==> src/rtl/horner_pkg.sv <==
package horner_pkg;

  // Per-stage strobe: the data entering this stage is a real evaluation.
  typedef struct packed {
    logic advance;
  } stageStb_t;

  // Per-coefficient strobe: this stage's local coefficient copy loads now.
  typedef struct packed {
    logic load;
  } coefStb_t;

endpackage

==> src/rtl/horner_ctrl.sv <==
// Control half: valid flags travel with the data, and coefficient writes
// travel along a token line so each stage sees them with its own delay.
module horner_ctrl
  import horner_pkg::*;
#(
  parameter int DEGREE = 4,
  parameter int DATA_W = 16,
  parameter int ADDR_W = 3
) (
  input  logic              clk,
  input  logic              rstN,
  input  logic              xValid,
  input  logic              coefWe,
  input  logic [ADDR_W-1:0] coefAddr,
  input  logic [DATA_W-1:0] coefData,
  output stageStb_t         stb     [2*DEGREE],
  output coefStb_t          cstb    [DEGREE+1],
  output logic [DATA_W-1:0] coefNew [DEGREE+1],
  output logic              outValid
);

  localparam int STAGES = 2 * DEGREE;
  localparam int TOKENS = STAGES - 1;

  logic [STAGES-1:0]             vld;
  logic [TOKENS-1:0]             tokWe;
  logic [TOKENS-1:0][ADDR_W-1:0] tokAddr;
  logic [TOKENS-1:0][DATA_W-1:0] tokData;

  always_ff @(posedge clk or negedge rstN) begin
    if (!rstN) begin
      vld     <= '0;
      tokWe   <= '0;
      tokAddr <= '0;
      tokData <= '0;
    end else begin
      vld[0]     <= xValid;
      tokWe[0]   <= coefWe;
      tokAddr[0] <= coefAddr;
      tokData[0] <= coefData;
      for (int s = 1; s < STAGES; s++) begin
        vld[s] <= vld[s-1];
      end
      for (int m = 1; m < TOKENS; m++) begin
        tokWe[m]   <= tokWe[m-1];
        tokAddr[m] <= tokAddr[m-1];
        tokData[m] <= tokData[m-1];
      end
    end
  end

  // Stage 0 takes new data straight from the input; later stages take the
  // valid flag of the stage before them.
  assign stb[0].advance = xValid;
  for (genvar s = 1; s < STAGES; s++) begin : g_adv
    assign stb[s].advance = vld[s-1];
  end

  // The top coefficient copy lives in stage 0 and loads directly from the
  // port. Copy k (k < n) lives in stage 2(n-k)-1 and loads from the token
  // that has travelled that many cycles behind the write.
  for (genvar k = 0; k <= DEGREE; k++) begin : g_coef
    if (k == DEGREE) begin : g_seed
      assign cstb[k].load = coefWe && (coefAddr == ADDR_W'(k));
      assign coefNew[k]   = coefData;
    end else begin : g_tap
      localparam int TAP = 2 * (DEGREE - k) - 2;
      assign cstb[k].load = tokWe[TAP] && (tokAddr[TAP] == ADDR_W'(k));
      assign coefNew[k]   = tokData[TAP];
    end
  end

  assign outValid = vld[STAGES-1];

endmodule

==> src/rtl/horner_datapath.sv <==
// Datapath half: alternating multiply-by-x and add-coefficient stages,
// each stage holding its own result, its copy of x and its coefficient.
module horner_datapath
  import horner_pkg::*;
#(
  parameter int DEGREE = 4,
  parameter int DATA_W = 16
) (
  input  logic              clk,
  input  logic              rstN,
  input  logic [DATA_W-1:0] xIn,
  input  stageStb_t         stb     [2*DEGREE],
  input  coefStb_t          cstb    [DEGREE+1],
  input  logic [DATA_W-1:0] coefNew [DEGREE+1],
  output logic [DATA_W-1:0] yOut
);

  localparam int STAGES = 2 * DEGREE;

  logic [DATA_W-1:0] stageVal [STAGES];
  logic [DATA_W-1:0] stageX   [STAGES-1];

  for (genvar s = 0; s < STAGES; s++) begin : g_stage
    logic [DATA_W-1:0] valQ;
    assign stageVal[s] = valQ;

    if (s == 0) begin : g_seed
      // Seed with the top coefficient and apply the first multiply.
      logic [DATA_W-1:0] coefQ;
      logic [DATA_W-1:0] xQ;
      always_ff @(posedge clk or negedge rstN) begin
        if (!rstN) begin
          coefQ <= '0;
          valQ  <= '0;
          xQ    <= '0;
        end else begin
          if (cstb[DEGREE].load) coefQ <= coefNew[DEGREE];
          if (stb[s].advance) begin
            valQ <= coefQ * xIn;
            xQ   <= xIn;
          end
        end
      end
      assign stageX[s] = xQ;
    end else if (s % 2 == 1) begin : g_add
      localparam int K = DEGREE - (s + 1) / 2;
      logic [DATA_W-1:0] coefQ;
      always_ff @(posedge clk or negedge rstN) begin
        if (!rstN) begin
          coefQ <= '0;
          valQ  <= '0;
        end else begin
          if (cstb[K].load) coefQ <= coefNew[K];
          if (stb[s].advance) valQ <= stageVal[s-1] + coefQ;
        end
      end
      if (s < STAGES - 1) begin : g_xfwd
        logic [DATA_W-1:0] xQ;
        always_ff @(posedge clk or negedge rstN) begin
          if (!rstN)               xQ <= '0;
          else if (stb[s].advance) xQ <= stageX[s-1];
        end
        assign stageX[s] = xQ;
      end
    end else begin : g_mul
      logic [DATA_W-1:0] xQ;
      always_ff @(posedge clk or negedge rstN) begin
        if (!rstN) begin
          valQ <= '0;
          xQ   <= '0;
        end else if (stb[s].advance) begin
          valQ <= stageVal[s-1] * stageX[s-1];
          xQ   <= stageX[s-1];
        end
      end
      assign stageX[s] = xQ;
    end
  end

  assign yOut = stageVal[STAGES-1];

endmodule

==> src/rtl/horner_eval.sv <==
// Thin top: control and datapath joined by strobe structs.
module horner_eval
  import horner_pkg::*;
#(
  parameter int DEGREE = 4,
  parameter int DATA_W = 16,
  localparam int ADDR_W = $clog2(DEGREE + 1)
) (
  input  logic              clk,
  input  logic              rstN,
  input  logic              xValid,
  input  logic [DATA_W-1:0] xIn,
  input  logic              coefWe,
  input  logic [ADDR_W-1:0] coefAddr,
  input  logic [DATA_W-1:0] coefData,
  output logic              yValid,
  output logic [DATA_W-1:0] yOut
);

  stageStb_t         stb     [2*DEGREE];
  coefStb_t          cstb    [DEGREE+1];
  logic [DATA_W-1:0] coefNew [DEGREE+1];

  horner_ctrl #(
    .DEGREE (DEGREE),
    .DATA_W (DATA_W),
    .ADDR_W (ADDR_W)
  ) u_ctrl (
    .clk      (clk),
    .rstN     (rstN),
    .xValid   (xValid),
    .coefWe   (coefWe),
    .coefAddr (coefAddr),
    .coefData (coefData),
    .stb      (stb),
    .cstb     (cstb),
    .coefNew  (coefNew),
    .outValid (yValid)
  );

  horner_datapath #(
    .DEGREE (DEGREE),
    .DATA_W (DATA_W)
  ) u_dp (
    .clk     (clk),
    .rstN    (rstN),
    .xIn     (xIn),
    .stb     (stb),
    .cstb    (cstb),
    .coefNew (coefNew),
    .yOut    (yOut)
  );

endmodule

==> config.mk <==
export PLATFORM = sky130hd
export DESIGN_NAME = horner_eval
export DESIGN_NICKNAME = d
export VERILOG_FILES = /design/src/rtl/horner_pkg.sv /design/src/rtl/horner_ctrl.sv /design/src/rtl/horner_datapath.sv /design/src/rtl/horner_eval.sv
export SDC_FILE = /design/constraint.sdc
export NUM_CORES = 2
export LEC_CHECK = 0
export ABC_AREA = 1
export CORE_MARGIN = 2
export CORE_UTILIZATION = 38
export CTS_CLUSTER_DIAMETER = 30
export DETAILED_ROUTE_END_ITERATION = 7
export HOLD_SLACK_MARGIN = 0.02
export PLACE_DENSITY = 0.54
export SETUP_SLACK_MARGIN = 0.5
export SYNTH_ARGS = -nofsm -noshare
export SYNTH_HDL_FRONTEND = slang
export SYNTH_SLANG_ARGS = --single-unit
==> constraint.sdc <==
create_clock -name clk -period 7.5 [get_ports clk]
set_input_delay 1.5 -clock clk [delete_from_list [all_inputs] [get_ports clk]]
set_output_delay 1.5 -clock clk [all_outputs]
set_load 0.02 [all_outputs]
==> results by group <==
Placement
  – GP Congestion: 0.856
  – Cell Area, Placed: 0.0362 mm2
  – Post-DP HPWL: 62.3 mm
  – Number of port buffers: 55
  – Inst Count DP: 5188

Clock tree
  – Setup Buffers After CTS: 0
  – H-tree depth: 3
  – CTS Hold Bufs: 0
  – Number of clock sinks: 452
  – TritonCTS clock tree: yes
  – Worst-path clk slew: 0.05 ns
  – Clock latency on the worst-skew pair: 0.62 ns
  – Clock Path Buffers: 3
  – Post_cts resized: 0
  – CTS buffer count: 91
  – Clock Tree Root: clkbuf_16

Cells and area
  – # fillers: 8952
  – Most frequent cells in the layout: nand2_1, inv_1, dfrtp_1
  – Leading cell type in the layout, fill and taps excluded: nand2_1
  – Final Cell Area: 0.0395 mm2
  – Ratio of cells with drive above 1 in the final layout: 7.13%
  – FF+latch area: 0.0113 mm2
  – ANT cells: 0
  – Area used by multi-input combinational logic: 0.0192 mm2
  – Final net count: 4724
  – P&R area growth vs syn: 13.7%
  – Post-route insts no fill: 5358

Route
  – DR WL/cell: 15.2 um
  – Met1 wire length: 36.5 mm
  – Via count: 24969
  – WL final: 81.6 mm
  – Met2 WL: 40.1 mm
  – DRT iter0 DRCs: 1225
  – DRT antenna net count: 0
  – Pre-antenna DRT Iters: 5
  – DR DRC count: 0
  – WL met3: 2.77 mm
  – Vias/cell: 4.66
  – Top Metal Used: met4

Floorplanning
  – CORE AREA: 0.0903 mm2
  – Io pins: 56
  – Initial Util: 38.5%
  – Die width: 306 um
  – Die area: 0.0939 mm2
  – Die Y: 306 um
  – # rows: 110

Min path
  – Hold WC Path Type: register to register
  – HP Start: u_ctrl.tokData[29]

Synth
  – #FFs+latches synth: 452
  – Register area share after synthesis: 32.6%
  – Post-Synthesis Cell Area: 0.0347 mm2
  – Syn_nets: 4709
  – Avg Inst Size Synth: 8.49 um2
  – Ys Warns: 0
  – Syn Inst Count: 4090
  – Post-synth cell types: 47

Timing
  – Fmax: 0.155 GHz
  – Worst-margin pin slew: 1.07 ns
  – Setup_tns: 0 ns
  – Tmin final: 6.43 ns
  – Slew HR: 28.4%
  – RSZ-0062 raised after global routing: no
  – Final period util: 85.8%
  – Final Hold Violating Endpoints: 0
  – Final setup fails: 0
  – Slew Limit Fails: 0
  – Clock skew: 0.0390 ns
  – WHS: 0.326 ns

Global route
  – Largest net degree at the start of global routing: 145
  – Antenna violations before repair: 0
  – Total congestion overflow: 0
  – Vias in the first global route: 25798
  – Total track usage: 18.1%
  – First-pass GRT wire length: 136 mm

Status
  – Outcome: completed

Critical path
  – Critical path data arrival time: 6.91 ns
  – Crit Path Category: primary input to register
  – Crit Path Max Fanout: 11
  – Critical Path RT: 7.97 ns
  – RR Startpoint: u_dp.g_stage[3].g_add.g_xfwd.xQ[1]
  – Worst Setup Start Kind: primary input
  – CP endpoint kind: register
  – Worst Setup SP: xIn[6]

Run
  – Max_cap viols: 0
Yosys cell counts, drive strengths merged:
| master | instances | area share [%] |
|---|---|---|
| nor4 | 2 | 0.036 |
| fa | 324 | 19 |
| xor2 | 64 | 1.7 |
| nand4 | 10 | 0.18 |
| nor3 | 16 | 0.23 |
| buf | 48 | 0.85 |
| a21o | 10 | 0.22 |
| nand3b | 9 | 0.23 |
| nand3 | 124 | 1.8 |
| o31ai | 12 | 0.27 |
| dfrtp | 452 | 33 |
| a211oi | 3 | 0.065 |
| a31oi | 35 | 0.63 |
| o211a | 1 | 0.029 |
| a221oi | 1 | 0.025 |
| clkbuf | 104 | 1.1 |
| a31o | 2 | 0.050 |
| o21ai | 202 | 3.0 |
| ha | 256 | 9.2 |
| clkinv | 3 | 0.032 |
| xnor2 | 42 | 1.1 |
| o21a | 1 | 0.022 |
| inv | 934 | 10 |
| nand2 | 1147 | 13 |
| o311ai | 1 | 0.025 |
| mux2 | 75 | 2.4 |
| o211ai | 4 | 0.086 |
| o21bai | 14 | 0.32 |
| a21oi | 89 | 1.3 |
| nor2 | 84 | 0.91 |
| or2 | 18 | 0.32 |
| a21boi | 3 | 0.065 |
layout make-up:
| cell class | count | area share (%) |
|---|---|---|
| Clock inverter | 56 | 1.85 |
| Sequential cell | 452 | 28.6 |
| Inverter | 937 | 8.90 |
| Timing Repair Buffer | 74 | 1.83 |
| Tap cell | 1176 | 3.73 |
| Clock buffer | 114 | 6.39 |
| Multi-Input combinational cell | 2549 | 48.7 |
routing by layer:
layer / global-route usage [%] / vias up
met5: 0 / -
met4: 5.39 / 0
met3: 2.34 / 135
met2: 31.4 / 391
met1: 23.6 / 12098
li1: - / 12345
critical path: stages:
cell and delay, ns:
clkdlybuf4s50_1 0.66, nand2_1 0.18, inv_1 0.07, fa_1 0.48
inv_1 0.05, fa_1 0.47, inv_1 0.05, fa_1 0.49
inv_1 0.05, fa_1 0.53, inv_1 0.05, fa_1 0.47
inv_1 0.05, fa_1 0.47, inv_1 0.04, ha_1 0.33
nand2_1 0.09, nor2_1 0.12, nand3_1 0.09, nand3_1 0.11
nand2_1 0.05, inv_1 0.07, nor2_1 0.04, o21bai_1 0.16
nand3_1 0.10, nand3_1 0.09, nand2_1 0.05
flip-flops by register name, summed over array words and instances, names as in the netlist, 16 cells and up:
register and cells:
u_dp.g_stage.g_seed.xQ 16, u_ctrl.tokAddr 21, u_ctrl.tokData 48, u_dp.g_stage.g_mul.xQ 32
u_dp.g_stage.valQ 112, u_dp.g_stage.g_add.g_xfwd.xQ 48, u_dp.g_stage.g_add.coefQ 64, u_dp.g_stage.g_seed.coefQ 16
u_dp.yOut 16, u_ctrl.coefNew 64
metrics by stage:
stage                     setup WS, ns  util, %
after floorplan                  0.930        -
after global placement           0.477     40.1
after detailed placement         0.486     40.1
after CTS                         1.09     43.7
after global routing             0.738     43.7
final                             1.07     43.7
path summary, 6_finish.rpt:
check	cells after the start	end	slack (ns)
worst max-delay path	27	u_dp.g_stage[0].valQ[15]	1.07
worst min-delay path	0	u_ctrl.coefNew[45]	0.33
worst max register to register	18	u_dp.g_stage[4].valQ[14]	1.76
worst min register to register	0	u_ctrl.coefNew[45]	0.33
max in group asynchronous	2	u_dp.g_stage[5].g_add.g_xfwd.xQ[12]	5.33
min in group asynchronous	1	u_dp.g_stage[2].g_mul.xQ[6]	0.87
logic make-up (layout without fill, tap and decap cells):
kind of cell,after synthesis,count (layout),synth area share (%)
AO/OA/AOI/OAI,378,378,6.09
XOR/XNOR,106,106,2.72
adder cells (fa/ha/maj),580,580,27.9
buffers and inverters,1089,1181,12.1
flip-flops,452,452,32.6
multiplexers,75,75,2.43
AND/OR/NAND/NOR,1410,1410,16.2
Power is left out: the tool's default activity adds up to more than one toggle a clock period on the data nets, which glitch-free logic cannot reach.
